File: src/rtl/se3_pkg.sv
package se3_pkg;

    typedef enum logic [1:0] {
        OPC_EXT   = 2'b00,
        OPC_WRITE = 2'b01,
        OPC_READ  = 2'b10,
        OPC_ERASE = 2'b11
    } opc_e;

    typedef enum logic [1:0] {
        EXT_LOCK   = 2'b00,
        EXT_FILL   = 2'b01,
        EXT_WIPE   = 2'b10,
        EXT_UNLOCK = 2'b11
    } ext_e;

    typedef enum logic [2:0] {
        ST_IDLE,
        ST_HUNT,
        ST_OPC,
        ST_FIELD,
        ST_DIN,
        ST_READ,
        ST_DONE
    } seq_state_e;

    // one programming request handed from the sequencer to the store
    typedef struct packed {
        logic valid;
        logic all_words;
    } prog_req_t;

    function automatic logic rise_of(input logic prev, input logic cur);
        return cur & ~prev;
    endfunction

    function automatic logic fall_of(input logic prev, input logic cur);
        return prev & ~cur;
    endfunction

endpackage

File: src/rtl/se3_pins.sv
module se3_pins
    import se3_pkg::*;
(
    input  logic clk,
    input  logic rst,
    input  logic cs,
    input  logic sk,
    output logic sk_rise,
    output logic cs_fall
);
    logic sk_q;
    logic cs_q;

    always_ff @(posedge clk) begin
        if (rst) begin
            sk_q <= 1'b0;
            cs_q <= 1'b0;
        end else begin
            sk_q <= sk;
            cs_q <= cs;
        end
    end

    assign sk_rise = rise_of(sk_q, sk);
    assign cs_fall = fall_of(cs_q, cs);
endmodule

File: src/rtl/se3_prog_timer.sv
module se3_prog_timer #(
    parameter int PROG_CYCLES = 2000
) (
    input  logic clk,
    input  logic rst,
    input  logic start,
    output logic busy
);
    localparam int TW = $clog2(PROG_CYCLES + 1);
    localparam logic [TW-1:0] LOAD = TW'(PROG_CYCLES);

    logic [TW-1:0] left_q;

    always_ff @(posedge clk) begin
        if (rst) begin
            left_q <= '0;
        end else if (start) begin
            left_q <= LOAD;
        end else if (left_q != '0) begin
            left_q <= left_q - 1'b1;
        end
    end

    assign busy = (left_q != '0);
endmodule

File: src/rtl/se3_store.sv
module se3_store
    import se3_pkg::*;
#(
    parameter int ADDR_W = 7,
    parameter int DATA_W = 16
) (
    input  logic              clk,
    input  logic              rst,
    input  prog_req_t         prog_req,
    input  logic [ADDR_W-1:0] prog_addr,
    input  logic [DATA_W-1:0] prog_data,
    input  logic [ADDR_W-1:0] rd_addr,
    output logic [DATA_W-1:0] rd_data
);
    localparam int WORDS = 1 << ADDR_W;

    logic [DATA_W-1:0] cells [WORDS];

    always_ff @(posedge clk) begin
        for (int i = 0; i < WORDS; i++) begin
            if (rst) begin
                cells[i] <= '1;
            end else if (prog_req.valid &&
                         (prog_req.all_words || prog_addr == ADDR_W'(i))) begin
                cells[i] <= prog_data;
            end
        end
    end

    assign rd_data = cells[rd_addr];
endmodule

File: src/rtl/se3_seq.sv
module se3_seq
    import se3_pkg::*;
#(
    parameter int ADDR_W = 7,
    parameter int DATA_W = 16
) (
    input  logic              clk,
    input  logic              rst,
    input  logic              cs,
    input  logic              cs_fall,
    input  logic              sk_rise,
    input  logic              di,
    input  logic              busy,
    input  logic [DATA_W-1:0] rd_data,
    output logic [ADDR_W-1:0] rd_addr,
    output prog_req_t         prog_req,
    output logic [ADDR_W-1:0] prog_addr,
    output logic [DATA_W-1:0] prog_data,
    output logic              wen,
    output logic              dout,
    output logic              dout_en
);
    localparam int FIELD_W = ADDR_W + 1;
    localparam int CNT_W   = $clog2(DATA_W) + 1;
    localparam logic [CNT_W-1:0] OPC_LAST   = CNT_W'(1);
    localparam logic [CNT_W-1:0] FIELD_LAST = CNT_W'(FIELD_W - 1);
    localparam logic [CNT_W-1:0] DATA_LAST  = CNT_W'(DATA_W - 1);

    seq_state_e        st_q;
    logic [CNT_W-1:0]  cnt_q;
    logic [1:0]        opc_q;
    logic [ADDR_W-1:0] field_q;
    logic [FIELD_W-1:0] field_nx;
    logic [ADDR_W-1:0] ptr_q;
    logic [ADDR_W-1:0] pend_addr_q;
    logic [DATA_W-1:0] pend_data_q;
    logic [DATA_W-1:0] shout_q;
    logic              bit_q;
    logic              wen_q;
    logic              stat_q;
    prog_req_t         pend_q;
    prog_req_t         go_q;
    opc_e              opc;
    ext_e              ext;

    assign field_nx = {field_q, di};
    assign opc      = opc_e'(opc_q);
    assign ext      = ext_e'(field_nx[FIELD_W-1 -: 2]);
    assign rd_addr  = (st_q == ST_FIELD) ? field_nx[ADDR_W-1:0] : ptr_q + 1'b1;

    always_ff @(posedge clk) begin
        if (rst) begin
            st_q        <= ST_IDLE;
            cnt_q       <= '0;
            opc_q       <= '0;
            field_q     <= '0;
            ptr_q       <= '0;
            pend_addr_q <= '0;
            pend_data_q <= '0;
            shout_q     <= '0;
            bit_q       <= 1'b0;
            wen_q       <= 1'b0;
            stat_q      <= 1'b0;
            pend_q      <= '0;
            go_q        <= '0;
        end else if (!cs) begin
            st_q   <= ST_IDLE;
            pend_q <= '0;
            go_q   <= (cs_fall && pend_q.valid) ? pend_q : '0;
            if (cs_fall && pend_q.valid) begin
                stat_q <= 1'b1;
            end
        end else begin
            go_q <= '0;
            if (st_q == ST_IDLE) begin
                st_q <= ST_HUNT;
            end else if (sk_rise) begin
                case (st_q)
                    ST_HUNT: begin
                        if (di && !busy) begin
                            st_q   <= ST_OPC;
                            cnt_q  <= '0;
                            stat_q <= 1'b0;
                        end
                    end
                    ST_OPC: begin
                        opc_q <= {opc_q[0], di};
                        if (cnt_q == OPC_LAST) begin
                            st_q  <= ST_FIELD;
                            cnt_q <= '0;
                        end else begin
                            cnt_q <= cnt_q + 1'b1;
                        end
                    end
                    ST_FIELD: begin
                        field_q <= field_nx[ADDR_W-1:0];
                        cnt_q   <= cnt_q + 1'b1;
                        if (cnt_q == FIELD_LAST) begin
                            cnt_q       <= '0;
                            st_q        <= ST_DONE;
                            pend_addr_q <= field_nx[ADDR_W-1:0];
                            case (opc)
                                OPC_READ: begin
                                    shout_q <= rd_data;
                                    ptr_q   <= field_nx[ADDR_W-1:0];
                                    bit_q   <= 1'b0;
                                    st_q    <= ST_READ;
                                end
                                OPC_WRITE: begin
                                    if (wen_q) begin
                                        pend_q.all_words <= 1'b0;
                                        st_q             <= ST_DIN;
                                    end
                                end
                                OPC_ERASE: begin
                                    if (wen_q) begin
                                        pend_q      <= '{valid: 1'b1, all_words: 1'b0};
                                        pend_data_q <= '1;
                                    end
                                end
                                OPC_EXT: begin
                                    case (ext)
                                        EXT_UNLOCK: wen_q <= 1'b1;
                                        EXT_LOCK:   wen_q <= 1'b0;
                                        EXT_FILL: begin
                                            if (wen_q) begin
                                                pend_q.all_words <= 1'b1;
                                                st_q             <= ST_DIN;
                                            end
                                        end
                                        EXT_WIPE: begin
                                            if (wen_q) begin
                                                pend_q      <= '{valid: 1'b1, all_words: 1'b1};
                                                pend_data_q <= '1;
                                            end
                                        end
                                    endcase
                                end
                            endcase
                        end
                    end
                    ST_DIN: begin
                        pend_data_q <= {pend_data_q[DATA_W-2:0], di};
                        if (cnt_q == DATA_LAST) begin
                            pend_q.valid <= 1'b1;
                            st_q         <= ST_DONE;
                        end else begin
                            cnt_q <= cnt_q + 1'b1;
                        end
                    end
                    ST_READ: begin
                        bit_q <= shout_q[DATA_W-1];
                        if (cnt_q == DATA_LAST) begin
                            shout_q <= rd_data;
                            ptr_q   <= ptr_q + 1'b1;
                            cnt_q   <= '0;
                        end else begin
                            shout_q <= {shout_q[DATA_W-2:0], 1'b0};
                            cnt_q   <= cnt_q + 1'b1;
                        end
                    end
                    default: ;
                endcase
            end
        end
    end

    assign prog_req  = go_q;
    assign prog_addr = pend_addr_q;
    assign prog_data = pend_data_q;
    assign wen       = wen_q;
    assign dout_en   = (st_q == ST_READ) || (st_q == ST_HUNT && stat_q);
    assign dout      = (st_q == ST_READ) ? bit_q : ~busy;
endmodule

File: src/rtl/serial_eeprom3w.sv
module serial_eeprom3w
    import se3_pkg::*;
#(
    parameter int ADDR_W      = 7,
    parameter int DATA_W      = 16,
    parameter int PROG_CYCLES = 2000
) (
    input  logic clk,
    input  logic rst,
    input  logic cs,
    input  logic sk,
    input  logic di,
    output logic dout,
    output logic dout_en
);
    logic              sk_rise;
    logic              cs_fall;
    logic              busy;
    logic              wen;
    logic              prog_go;
    prog_req_t         prog_req;
    logic [ADDR_W-1:0] prog_addr;
    logic [DATA_W-1:0] prog_data;
    logic [ADDR_W-1:0] rd_addr;
    logic [DATA_W-1:0] rd_data;

    se3_pins u_pins (
        .clk     (clk),
        .rst     (rst),
        .cs      (cs),
        .sk      (sk),
        .sk_rise (sk_rise),
        .cs_fall (cs_fall)
    );

    se3_seq #(.ADDR_W(ADDR_W), .DATA_W(DATA_W)) u_seq (
        .clk       (clk),
        .rst       (rst),
        .cs        (cs),
        .cs_fall   (cs_fall),
        .sk_rise   (sk_rise),
        .di        (di),
        .busy      (busy),
        .rd_data   (rd_data),
        .rd_addr   (rd_addr),
        .prog_req  (prog_req),
        .prog_addr (prog_addr),
        .prog_data (prog_data),
        .wen       (wen),
        .dout      (dout),
        .dout_en   (dout_en)
    );

    assign prog_go = prog_req.valid;

    se3_prog_timer #(.PROG_CYCLES(PROG_CYCLES)) u_timer (
        .clk   (clk),
        .rst   (rst),
        .start (prog_go),
        .busy  (busy)
    );

    se3_store #(.ADDR_W(ADDR_W), .DATA_W(DATA_W)) u_store (
        .clk       (clk),
        .rst       (rst),
        .prog_req  (prog_req),
        .prog_addr (prog_addr),
        .prog_data (prog_data),
        .rd_addr   (rd_addr),
        .rd_data   (rd_data)
    );
endmodule

File: config.mk
export PLATFORM = sky130hd
export DESIGN_NAME = serial_eeprom3w
export DESIGN_NICKNAME = d
export VERILOG_FILES = /design/src/rtl/se3_pkg.sv /design/src/rtl/se3_pins.sv /design/src/rtl/se3_prog_timer.sv /design/src/rtl/se3_store.sv /design/src/rtl/se3_seq.sv /design/src/rtl/serial_eeprom3w.sv
export SDC_FILE = /design/constraint.sdc
export NUM_CORES = 2
export LEC_CHECK = 0
export BUFFER_PORTS_ARGS = -buffer_cell sky130_fd_sc_hd__buf_4
export CORE_AREA = 2 2 508 510
export DETAILED_ROUTE_END_ITERATION = 16
export DIE_AREA = 0 0 510 512
export HOLD_SLACK_MARGIN = 0.06
export PLACE_DENSITY = 0.65
export SLEW_MARGIN = 10
export SYNTH_ARGS = -nofsm -noshare
export SYNTH_HDL_FRONTEND = slang
export SYNTH_SLANG_ARGS = --single-unit
File: constraint.sdc
create_clock -name clk -period 4.8 [get_ports clk]
set_clock_uncertainty 0.05 [all_clocks]
set_input_delay 0.96 -clock clk [delete_from_list [all_inputs] [get_ports clk]]
set_output_delay 0.96 -clock clk [all_outputs]
set_load 0.01 [all_outputs]
==> results_dict.tcl <==
set metrics [dict create \
    yosysUniqueCellTypes 84 \
    route.detailed.drc 0 \
    drive_above_1_share 0.117 \
    grt_use_total 0.276 \
    vias 79276 \
    syn_inst 9176 \
    antenna_found_initial 19 \
    power_density_nw_per_um2 335 \
    hold_viol 0 \
    rsz0062_at_grt "false" \
    hold_path.class "in2reg" \
    fin_cells 12580 \
    path_max_fanout 26 \
    post_cts_buffers 0 \
    final_area_um2 114000 \
    syn-num-nets 9195 \
    dr.pass1.iters 8 \
    clk_path_buf_depth 3 \
    worst-setup-path-type "reg2reg" \
    chipWidth_um 510 \
    outcome "complete, no violations" \
    die_area_um2 261000 \
    core_um2 256000 \
    nFillCells 23139 \
    grtUsageMet3 0.0660 \
    cts_tree "yes" \
    final.setup.tns_ps 0 \
    clk_latency_ps 890 \
    grt_most_used_layer "met2" \
    pin_count 7 \
    timing.reg2reg.setup_slack_ps 190 \
    place_area_um2 107000 \
    grt-ovfl-total 0 \
    cp_data_required_time_ps 5530 \
    drtIter0Drc 13453 \
    netlist_top_cells_area "edfxtp_1, or3_1, nand2_1" \
    grt_start_max_net_pins 268 \
    holdBufCountCts 0 \
    grt_pass1_wl_mm 534 \
    wl_mm 371 \
    arrival_ps 5340 \
    ys.flop_type "edfxtp_1" \
    port_buffers 6 \
    path_depth 12 \
    cts_resized 0 \
    slew_viol_final 0 \
    p_leak_nw 32.2 \
    via_per_inst 6.30 \
    setup_viol 0 \
    synth-edff-count 2048 \
    cpLargestDelayFamily "simple AND/OR/NAND/NOR gates" \
    grtUsageMet1 0.371 \
    cp_slowest_stage_delay_ps 730 \
    rr_startpoint "u_seq.st_q[2]" \
    cp_slowest_cell "nor3_1" \
    cap_violations 0 \
    vdd_drop_max_mv 0.394 \
    place_inst 12159 \
    start_kind "flop" \
    gr-usage-met2 0.415 \
    root_buffer "clkbuf_16" \
    antenna_left 0 \
    synth_area_um2 102000 \
    die_h_um 512 \
    reg2reg_depth 12 \
    crit_chain "nand3b_1, buf_4, a21oi_4, buf_12, buf_4, mux2i_1, mux2i_1, o211ai_1, nand3_1, nor3_1, nor4_1, a211o_1" \
    fin_crit_ps 4610 \
    tightest_slew_ps 1330 \
    async_flop_share 0 \
    place.gp.congestion 0.989 \
    nets 9020 \
    startpoint "u_seq.st_q[2]" \
    cts_buffers 223 \
    clk_pin_slew_ps 60 \
    endpoint_kind "flop" \
    maxSlewHeadroom 0.116 \
    avgSynthCellArea_um2 11.1 \
    endpoint "u_seq.shout_q[15]" \
    grt_pass1_vias 74823 \
    r2r-end "u_seq.shout_q[15]" \
    yosysTopAreaCell "edfxtp_1" \
    area_delta_synth_final_pct 12.6 \
    initial_core_util 0.397 \
    period_share 0.960 \
    critPathBufInv 3 \
    cts.htree.levels 4 \
    cts.sinks 2131 \
    place.detailed.hpwl_mm 228 \
    yosys_warnings 0 \
    fmax_mhz 217 \
    synth_top_area_frac 0.605 \
    row_count 186 \
    detail_route.wl_per_cell_um 29.5 \
    ys_seq_area_frac 0.621 \
    ys_seq_elements 2131 \
]
cell type report:
type,count,area [µm²],area share
sequential,2131,63200,0.552
multi-input combinational,5967,34200,0.299
clock buffer,287,5940,0.0519
timing repair buffer,636,5600,0.0489
tap,3384,4230,0.0370
clock inverter,120,1110,0.00966
inverter,42,168,0.00146
antenna,13,32.5,0.000284
stage by stage:
stage / worst slack, ps / hold slack (ps) / power (W) / utilization
after global placement: 84.0 / 399 / 0.0216 / 0.420
after global routing: 312 / 253 / 0.0392 / 0.448
after detailed placement: 106 / 399 / 0.0217 / 0.420
final: 194 / 249 / 0.0384 / 0.448
after CTS: 353 / 204 / 0.0384 / 0.447
after floorplan: 1410 / 378 / 0.0213 / -
worst min-delay path by stage:
| stage | startpoint | endpoint | slack, ps | cells after the start |
|---|---|---|---|---|
| after detailed placement | u_seq.pend_q[1] | u_seq.pend_q[1] | 400 | 2 |
| after global routing | cs | u_seq.prog_req[1] | 250 | 2 |
| final | sk | u_pins.sk_q | 250 | 2 |
| after global placement | u_seq.pend_q[1] | u_seq.pend_q[1] | 400 | 2 |
| after floorplan | u_seq.pend_q[1] | u_seq.pend_q[1] | 380 | 2 |
| after CTS | sk | u_pins.sk_q | 200 | 2 |
worst register-to-register path, cell delays in order, from the launching register on:
cell and delay, ps:
dfxtp_1 310, nand3b_1 550, buf_4 380, a21oi_4 450, buf_12 250, buf_4 410
mux2i_1 290, mux2i_1 150, o211ai_1 250, nand3_1 230, nor3_1 730, nor4_1 150
a211o_1 310
Yosys cell counts, types with 75 or more instances:
library cell and count:
o21ai_0 197, edfxtp_1 2048, a21oi_1 308, nand2_1 1557, clkbuf_1 693, buf_2 260
or3_1 2061, nor2_1 132, nand3_1 809, nor3_1 81, a31oi_1 78, a211oi_1 75
mux2i_1 172, dfxtp_1 83
cell families after synthesis:
kind of cell	count (synthesis)	synth area share
and+or+nand+nor	4782	0.242
DFF	2131	0.621
buffers and inverters	1078	0.0449
AOI/OAI and AO/OA	923	0.0573
muxes	237	0.0312
adders and majority gates	14	0.00172
xor gates and xnor gates	11	0.00102
state kept, by name, indices dropped and copies added, names as in the netlist, 3 cells and up:
signal           count
u_seq.prog_data     16
u_store.cells     2048
u_seq.shout_q       16
u_seq.field_q        7
u_seq.cnt_q          5
u_timer.left_q      11
u_seq.st_q           3
u_seq.prog_addr      7
u_seq.ptr_q          7
power breakdown:
group | total (W) | switching, W | internal, W
Combinational | 0.000954 | 0.000724 | 0.000231
Sequential | 0.0203 | 0.0000231 | 0.0203
Clock | 0.0171 | 0.00756 | 0.00952
Total | 0.0384 | 0.00830 | 0.0301
metal layers:
layer / part of all wire / up-vias
met4: 0.058 / 18
met3: 0.12 / 959
met2: 0.45 / 5498
met1: 0.37 / 39232
met5: 0.00037 / -
li1: - / 33569
cell usage in the layout, fill, tap and decap left out, types with 14 or more instances in the layout:
cell type,n
a31oi_1,76
and3_1,48
o21ai_0,69
dfxtp_4,17
dfxtp_1,66
nand4_1,35
mux2i_1,172
bufinv_16,15
a311oi_1,44
nor2_1,122
a32oi_1,28
o22ai_1,18
nor3_1,74
mux4_2,60
clkbuf_1,55
o21ai_1,130
nand2_1,1556
a21oi_1,295
clkinv_1,57
a211oi_1,74
a22oi_1,33
buf_12,65
nand3_1,809
or3_1,2061
buf_4,570
clkbuf_16,226
edfxtp_1,2048
ha_1,14
inv_1,40
clkinv_2,30
Note: power is estimated with default switching activity, not from simulation.
